File: src/rtl/sref_pkg.sv
// Shared types for the self-refresh sequencer.
// Holds the command kinds, the pin bundle they map onto, and the state encoding.
package sref_pkg;

    typedef enum logic [1:0] {
        CMD_NOP  = 2'd0,
        CMD_AREF = 2'd1,
        CMD_SREF = 2'd2
    } sdram_cmd_e;

    typedef struct packed {
        logic cs_n;
        logic ras_n;
        logic cas_n;
        logic we_n;
    } cmd_pins_t;

    typedef enum logic [3:0] {
        ST_IDLE    = 4'd0,
        ST_WAIT    = 4'd1,
        ST_REF_IN  = 4'd2,
        ST_GAP_IN  = 4'd3,
        ST_SR_CMD  = 4'd4,
        ST_SELF    = 4'd5,
        ST_XSR     = 4'd6,
        ST_REF_OUT = 4'd7,
        ST_GAP_OUT = 4'd8
    } seq_state_e;

endpackage

File: src/rtl/sref_cmd_encode.sv
// Maps a command kind onto the four active-low strobe pins.
// Assumes clock enable is handled separately by the caller.
module sref_cmd_encode
    import sref_pkg::*;
(
    input  sdram_cmd_e cmd,
    output cmd_pins_t  pins
);

    // Purely combinational decode of the command kind.
    always_comb begin
        unique case (cmd)
            CMD_AREF: pins = '{cs_n: 1'b0, ras_n: 1'b0, cas_n: 1'b0, we_n: 1'b1};
            CMD_SREF: pins = '{cs_n: 1'b0, ras_n: 1'b0, cas_n: 1'b0, we_n: 1'b1};
            default:  pins = '{cs_n: 1'b0, ras_n: 1'b1, cas_n: 1'b1, we_n: 1'b1};
        endcase
    end

endmodule

File: src/rtl/sref_timer.sv
// Loadable down-counter that flags the last cycle of a wait.
// After a load of N (N >= 1), at_one is high in the N-th following cycle.
module sref_timer #(
    parameter int WIDTH = 8
) (
    input  logic             clk,
    input  logic             rst_n,
    input  logic             load,
    input  logic [WIDTH-1:0] load_val,
    output logic             at_one
);

    logic [WIDTH-1:0] cnt_q;

    // Load on request, otherwise count down and stop at zero.
    always_ff @(posedge clk) begin
        if (!rst_n)
            cnt_q <= '0;
        else if (load)
            cnt_q <= load_val;
        else if (cnt_q != '0)
            cnt_q <= cnt_q - 1'b1;
    end

    assign at_one = (cnt_q == WIDTH'(1));

endmodule

File: src/rtl/sref_ref_counter.sv
// Counts the refresh commands issued in one burst.
// reached goes high once COUNT steps have been taken since the last clear.
module sref_ref_counter #(
    parameter int COUNT = 4096
) (
    input  logic clk,
    input  logic rst_n,
    input  logic clear,
    input  logic step,
    output logic reached
);

    localparam int CW = $clog2(COUNT + 1);

    logic [CW-1:0] cnt_q;

    // Clear wins over step; step adds one refresh.
    always_ff @(posedge clk) begin
        if (!rst_n)
            cnt_q <= '0;
        else if (clear)
            cnt_q <= '0;
        else if (step)
            cnt_q <= cnt_q + 1'b1;
    end

    assign reached = (cnt_q == CW'(COUNT));

endmodule

File: src/rtl/sdram_sref_sequencer.sv
// Self-refresh entry/exit sequencer.
// Waits for idle banks, issues REF_COUNT refreshes, enters self-refresh, and
// on release waits T_XSR cycles before refreshing again and freeing the bus.
// Assumes T_RC >= 2 and T_XSR >= 1. Outputs decode from the state register only.
module sdram_sref_sequencer
    import sref_pkg::*;
#(
    parameter int REF_COUNT = 4096,
    parameter int T_RC      = 8,
    parameter int T_XSR     = 12
) (
    input  logic clk,
    input  logic rst_n,
    input  logic sr_req,
    input  logic banks_idle,
    output logic sr_ack,
    output logic seq_owns,
    output logic cs_n,
    output logic ras_n,
    output logic cas_n,
    output logic we_n,
    output logic cke
);

    localparam int TMAX = (T_RC > T_XSR) ? T_RC : T_XSR;
    localparam int TW   = $clog2(TMAX + 1);

    seq_state_e      st_q, st_d;
    logic            tmr_load;
    logic [TW-1:0]   tmr_val;
    logic            tmr_at_one;
    logic            ref_clr, ref_step, ref_done;
    sdram_cmd_e      cmd;
    cmd_pins_t       pins;

    sref_timer #(.WIDTH(TW)) u_timer (
        .clk      (clk),
        .rst_n    (rst_n),
        .load     (tmr_load),
        .load_val (tmr_val),
        .at_one   (tmr_at_one)
    );

    sref_ref_counter #(.COUNT(REF_COUNT)) u_refcnt (
        .clk     (clk),
        .rst_n   (rst_n),
        .clear   (ref_clr),
        .step    (ref_step),
        .reached (ref_done)
    );

    sref_cmd_encode u_enc (
        .cmd  (cmd),
        .pins (pins)
    );

    // State register.
    always_ff @(posedge clk) begin
        if (!rst_n)
            st_q <= ST_IDLE;
        else
            st_q <= st_d;
    end

    // Next-state, timer and counter control.
    always_comb begin
        st_d     = st_q;
        tmr_load = 1'b0;
        tmr_val  = '0;
        ref_clr  = 1'b0;
        ref_step = 1'b0;
        unique case (st_q)
            ST_IDLE: begin
                if (sr_req) st_d = ST_WAIT;
            end
            ST_WAIT: begin
                if (!sr_req) begin
                    st_d = ST_IDLE;
                end else if (banks_idle) begin
                    st_d    = ST_REF_IN;
                    ref_clr = 1'b1;
                end
            end
            ST_REF_IN: begin
                ref_step = 1'b1;
                tmr_load = 1'b1;
                tmr_val  = TW'(T_RC - 1);
                st_d     = ST_GAP_IN;
            end
            ST_GAP_IN: begin
                if (tmr_at_one) st_d = ref_done ? ST_SR_CMD : ST_REF_IN;
            end
            ST_SR_CMD: begin
                st_d = ST_SELF;
            end
            ST_SELF: begin
                if (!sr_req) begin
                    st_d     = ST_XSR;
                    tmr_load = 1'b1;
                    tmr_val  = TW'(T_XSR);
                    ref_clr  = 1'b1;
                end
            end
            ST_XSR: begin
                if (tmr_at_one) st_d = ST_REF_OUT;
            end
            ST_REF_OUT: begin
                ref_step = 1'b1;
                tmr_load = 1'b1;
                tmr_val  = TW'(T_RC - 1);
                st_d     = ST_GAP_OUT;
            end
            ST_GAP_OUT: begin
                if (tmr_at_one) st_d = ref_done ? ST_IDLE : ST_REF_OUT;
            end
            default: st_d = ST_IDLE;
        endcase
    end

    // Command kind and status decoded from the current state.
    always_comb begin
        unique case (st_q)
            ST_REF_IN, ST_REF_OUT: cmd = CMD_AREF;
            ST_SR_CMD:             cmd = CMD_SREF;
            default:               cmd = CMD_NOP;
        endcase
        cke      = !(st_q == ST_SR_CMD || st_q == ST_SELF);
        seq_owns = !(st_q == ST_IDLE || st_q == ST_WAIT);
        sr_ack   = (st_q == ST_SELF) || (st_q == ST_XSR) ||
                   (st_q == ST_REF_OUT) || (st_q == ST_GAP_OUT);
    end

    assign cs_n  = pins.cs_n;
    assign ras_n = pins.ras_n;
    assign cas_n = pins.cas_n;
    assign we_n  = pins.we_n;

endmodule

File: config.mk
export PLATFORM = sky130hd
export DESIGN_NAME = sdram_sref_sequencer
export DESIGN_NICKNAME = d
export VERILOG_FILES = /design/src/rtl/sref_pkg.sv /design/src/rtl/sref_cmd_encode.sv /design/src/rtl/sref_timer.sv /design/src/rtl/sref_ref_counter.sv /design/src/rtl/sdram_sref_sequencer.sv
export SDC_FILE = /design/constraint.sdc
export NUM_CORES = 1
export LEC_CHECK = 0
export BUFFER_PORTS_ARGS = -buffer_cell sky130_fd_sc_hd__buf_2
export CAP_MARGIN = 20
export CORE_AREA = 2 2 59 61
export CTS_CLUSTER_SIZE = 10
export DETAILED_ROUTE_END_ITERATION = 7
export DIE_AREA = 0 0 61 63
export GPL_TIMING_DRIVEN = 0
export PLACE_DENSITY = 0.65
export SLEW_MARGIN = 15
export SYNTH_ARGS = -nofsm -noshare
export SYNTH_HDL_FRONTEND = slang
export SYNTH_SLANG_ARGS = --single-unit
File: constraint.sdc
create_clock -name clk -period 2.1 [get_ports clk]
set_clock_uncertainty 0.05 [all_clocks]
set_input_delay 0.42 -clock clk [delete_from_list [all_inputs] [get_ports clk]]
set_output_delay 0.42 -clock clk [all_outputs]
set_load 0.02 [all_outputs]
==> flow_metrics.py <==
metrics = {
    "logic_synthesis": {
        "netlist.area_leader.share_pct": 30.5,
        "ys_types": 45,
        "avgSynthCellArea_um2": 8.17,
        "synth_area_leaders": "dfxtp_1, xnor2_1, ha_1",
        "syn_inst": 169,
        "syn-cell-area_um2": 1380,
        "ys.flop_type": "dfxtp_1",
        "ys_ff_latch": 21,
        "ys_seq_area_share_pct": 30.5,
        "synthArstFlopShare_pct": 0,
        "synth_top_cell_by_area": "dfxtp_1",
        "syn_nets": 178,
        "ys_warn_count": 0,
        "synth_edf_count": 0,
    },
    "floorplan": {
        "ios": 11,
        "rows": 21,
        "die_h_um": 63,
        "die_area_um2": 3840,
        "core_area_um2": 3230,
        "start_util_pct": 42.7,
        "die_x_um": 61,
    },
    "min_path": {
        "whs_endpoint": "u_refcnt.cnt_q[12]$_SDFFE_PP0N_",
        "hp-class": "flip-flop to flip-flop",
        "hold_path_depth": 2,
        "hp-start": "u_refcnt.cnt_q[12]$_SDFFE_PP0N_",
    },
    "clock_tree": {
        "path_clk_slew_ns": 0.12,
        "numCtsBuffers": 3,
        "holdBufCountCts": 0,
        "htreeDepth": 1,
        "clkLatencyLatePin_ns": 0.32,
        "cts_root_buf": "clkbuf_4",
        "cts_tree": "done",
        "cts_sinks": 21,
        "clockBufferDepth": 2,
    },
    "setup_path": {
        "path_cells": "buf_6, or4b_4, o21ai_1, buf_2",
        "slowest_stage": "or4b_4",
        "start_kind": "flip-flop",
        "r2r-end": "u_refcnt.cnt_q[11]$_SDFFE_PP0N_",
        "worstPathArrival_ns": 1.58,
        "max_stage_delay_ns": 0.52,
        "cp_max_fo": 9,
        "worstSetupEndpointType": "output port",
        "critPathRequiredTime_ns": 1.63,
        "r2r-start": "st_q[2]$_SDFFE_PN0P_",
        "critPathKind": "flip-flop to output port",
        "ff2ff_path_depth": 5,
        "r2r_slack_ns": 0.16,
    },
    "route": {
        "wire_per_inst_um": 12.9,
        "first_iter_violations": 29,
        "via_count": 1254,
        "wirelength_mm": 2.94,
        "ant_nets": 0,
        "via_per_inst": 5.50,
        "drc": 0,
        "drt_first_pass_iters": 4,
    },
    "sta": {
        "hold_viol": 0,
        "finalSetupTns_ns": 0,
        "drv_slew": 0,
        "setup_viol": 0,
        "timing.hold.ws_ns": 0.438,
        "timing.fmax_mhz": 488,
        "slew-limit-headroom_pct": 51.5,
        "worstMarginPinSlew_ns": 0.720,
        "finalCritPeriodShare_pct": 97.5,
        "rsz0062_at_grt": "no",
        "fin_crit_ns": 2.05,
    },
    "placement": {
        "place_inst": 222,
        "io_buffers": 7,
        "gp_congestion": 0.827,
        "hpwl_mm": 2.09,
    },
    "grt": {
        "antenna_found_initial": 0,
        "gr-total-overflow": 0,
        "track_usage_pct": 16.7,
        "grt_pass1_wl_mm": 5.08,
        "grt_use_met2_pct": 27.0,
        "grt_max_degree": 13,
        "grtUsageMet1_pct": 22.3,
        "grt_pass1_vias": 1159,
        "grt_busiest_layer": "met2",
        "grt_use_met3_pct": 2.90,
    },
    "final_layout": {
        "diodes": 0,
        "fillers": 329,
        "fin_cells": 228,
        "layout_common_cells": "dfxtp_1, nor2_1, nand2_1, a21oi_1, xnor2_1",
        "syn_to_final_growth_pct": 10.8,
        "mostFrequentLayoutCell": "dfxtp_1",
        "nets": 192,
        "drive_above_1_share_pct": 16.5,
    },
    "power_and_ir_drop": {
        "power_w": 0.00129,
        "leakage_nw": 0.519,
        "vdd.ir_drop.worst_mv": 0.607,
        "comb_power_share_pct": 45.3,
        "p_seq_share_pct": 38.8,
        "p_int_w": 0.000779,
        "switchingPower_w": 0.000509,
        "power_density_nw_per_um2": 843,
        "swShare_pct": 39.5,
        "p_clk_share_pct": 15.9,
    },
    "status": {
        "outcome": "finished, final reports clean",
    },
    "run": {
        "maxCapViolCount": 0,
    },
}
cell families after synthesis:
kind of cell	count (synthesis)	synth area share, %
compound gates	37	17.8
xor+xnor	12	8.98
fa+ha+maj	5	4.53
buf+inv	19	6.53
flops	21	30.5
mux	3	2.18
other cells	2	0.544
simple gates	70	29.0
Yosys cell counts, types with 2 or more instances:
| library cell | count |
|---|---|
| and2_1 | 2 |
| o21ai_0 | 8 |
| nor3b_1 | 2 |
| nor3_1 | 5 |
| nor2_1 | 14 |
| o32ai_1 | 2 |
| o31ai_1 | 3 |
| or4b_2 | 2 |
| nor4_1 | 6 |
| mux2i_1 | 3 |
| nand2b_1 | 5 |
| nor4b_1 | 3 |
| nand3_1 | 5 |
| a21bo_2 | 2 |
| xnor2_1 | 10 |
| ha_1 | 5 |
| clkbuf_1 | 8 |
| nand2_1 | 10 |
| nor2b_1 | 3 |
| conb_1 | 2 |
| or3_1 | 5 |
| dfxtp_1 | 21 |
| buf_4 | 3 |
| a21oi_1 | 10 |
| inv_1 | 7 |
| o21a_1 | 4 |
per-layer routing:
layer / up-vias / part of all wire (%)
li1: 621 / -
met1: 602 / 46
met2: 26 / 49
met3: 5 / 3.4
met4: 0 / 1.3
met5: - / 0
metrics by stage:
step	util (%)	cell area, um2	setup WS [ns]
2_1_floorplan	-	1380	0.0800
3_3_place_gp	45.6	1470	0.000819
3_5_place_dp	45.6	1470	-0.0475
4_1_cts	46.5	1500	0.00425
5_1_grt	47.3	1530	0.00543
6_report	47.3	1530	0.0523
flip-flops by register name, indices dropped and copies added, names as in the netlist:
name / flops
u_refcnt.cnt_q: 13
u_timer.cnt_q: 4
st_q: 4
worst max-delay path, delay by kind of cell, from the launching register on:
kind / cells / cell delay, ns
AND/OR/NAND/NOR: 1 / 0.52
flip-flops: 1 / 0.33
buffers and inverters: 2 / 0.32
AO/OA/AOI/OAI: 1 / 0.10
how the worst max path moves through the flow:
stage	start	to	slack (ns)	cells past startpoint
5_1_grt	st_q[0]$_SDFFE_PN0P_	sr_ack	0.005	4
3_3_place_gp	st_q[2]$_SDFFE_PN0P_	ras_n	0.0008	7
3_5_place_dp	st_q[2]$_SDFFE_PN0P_	ras_n	-0.05	7
6_report	st_q[0]$_SDFFE_PN0P_	sr_ack	0.05	4
4_1_cts	st_q[0]$_SDFFE_PN0P_	sr_ack	0.004	4
2_1_floorplan	st_q[2]$_SDFFE_PN0P_	sr_ack	0.08	4
timing repair:
action	CTS	global route
setup buffers	0	3
gates resized for setup	4	2
cloned	0	0
setup endpoints to repair	5	2
endpoints found under the hold margin	0	0
pin swaps	0	1
area by class of cell:
class                           count  area [um2]  area share [%]
Multi-Input combinational cell    129         873            57.1
Sequential cell                    21         424            27.7
Buffer                             11        62.6            4.09
Timing Repair Buffer               10        57.6            3.76
Tap cell                           46        57.6            3.76
Inverter                            7        26.3            1.72
Clock buffer                        3        22.5            1.47
Clock inverter                      1        5.00           0.327
power groups by stage:
stage          clock (W)  combinational (W)  sequential [W]
3_3_place_gp           0           0.000552        0.000503
2_1_floorplan          0           0.000475        0.000495
4_1_cts         0.000210           0.000585        0.000498
3_5_place_dp           0           0.000579        0.000507
6_report        0.000204           0.000584        0.000500
5_1_grt         0.000227           0.000658        0.000507
Note: power is estimated with default switching activity, not from simulation.
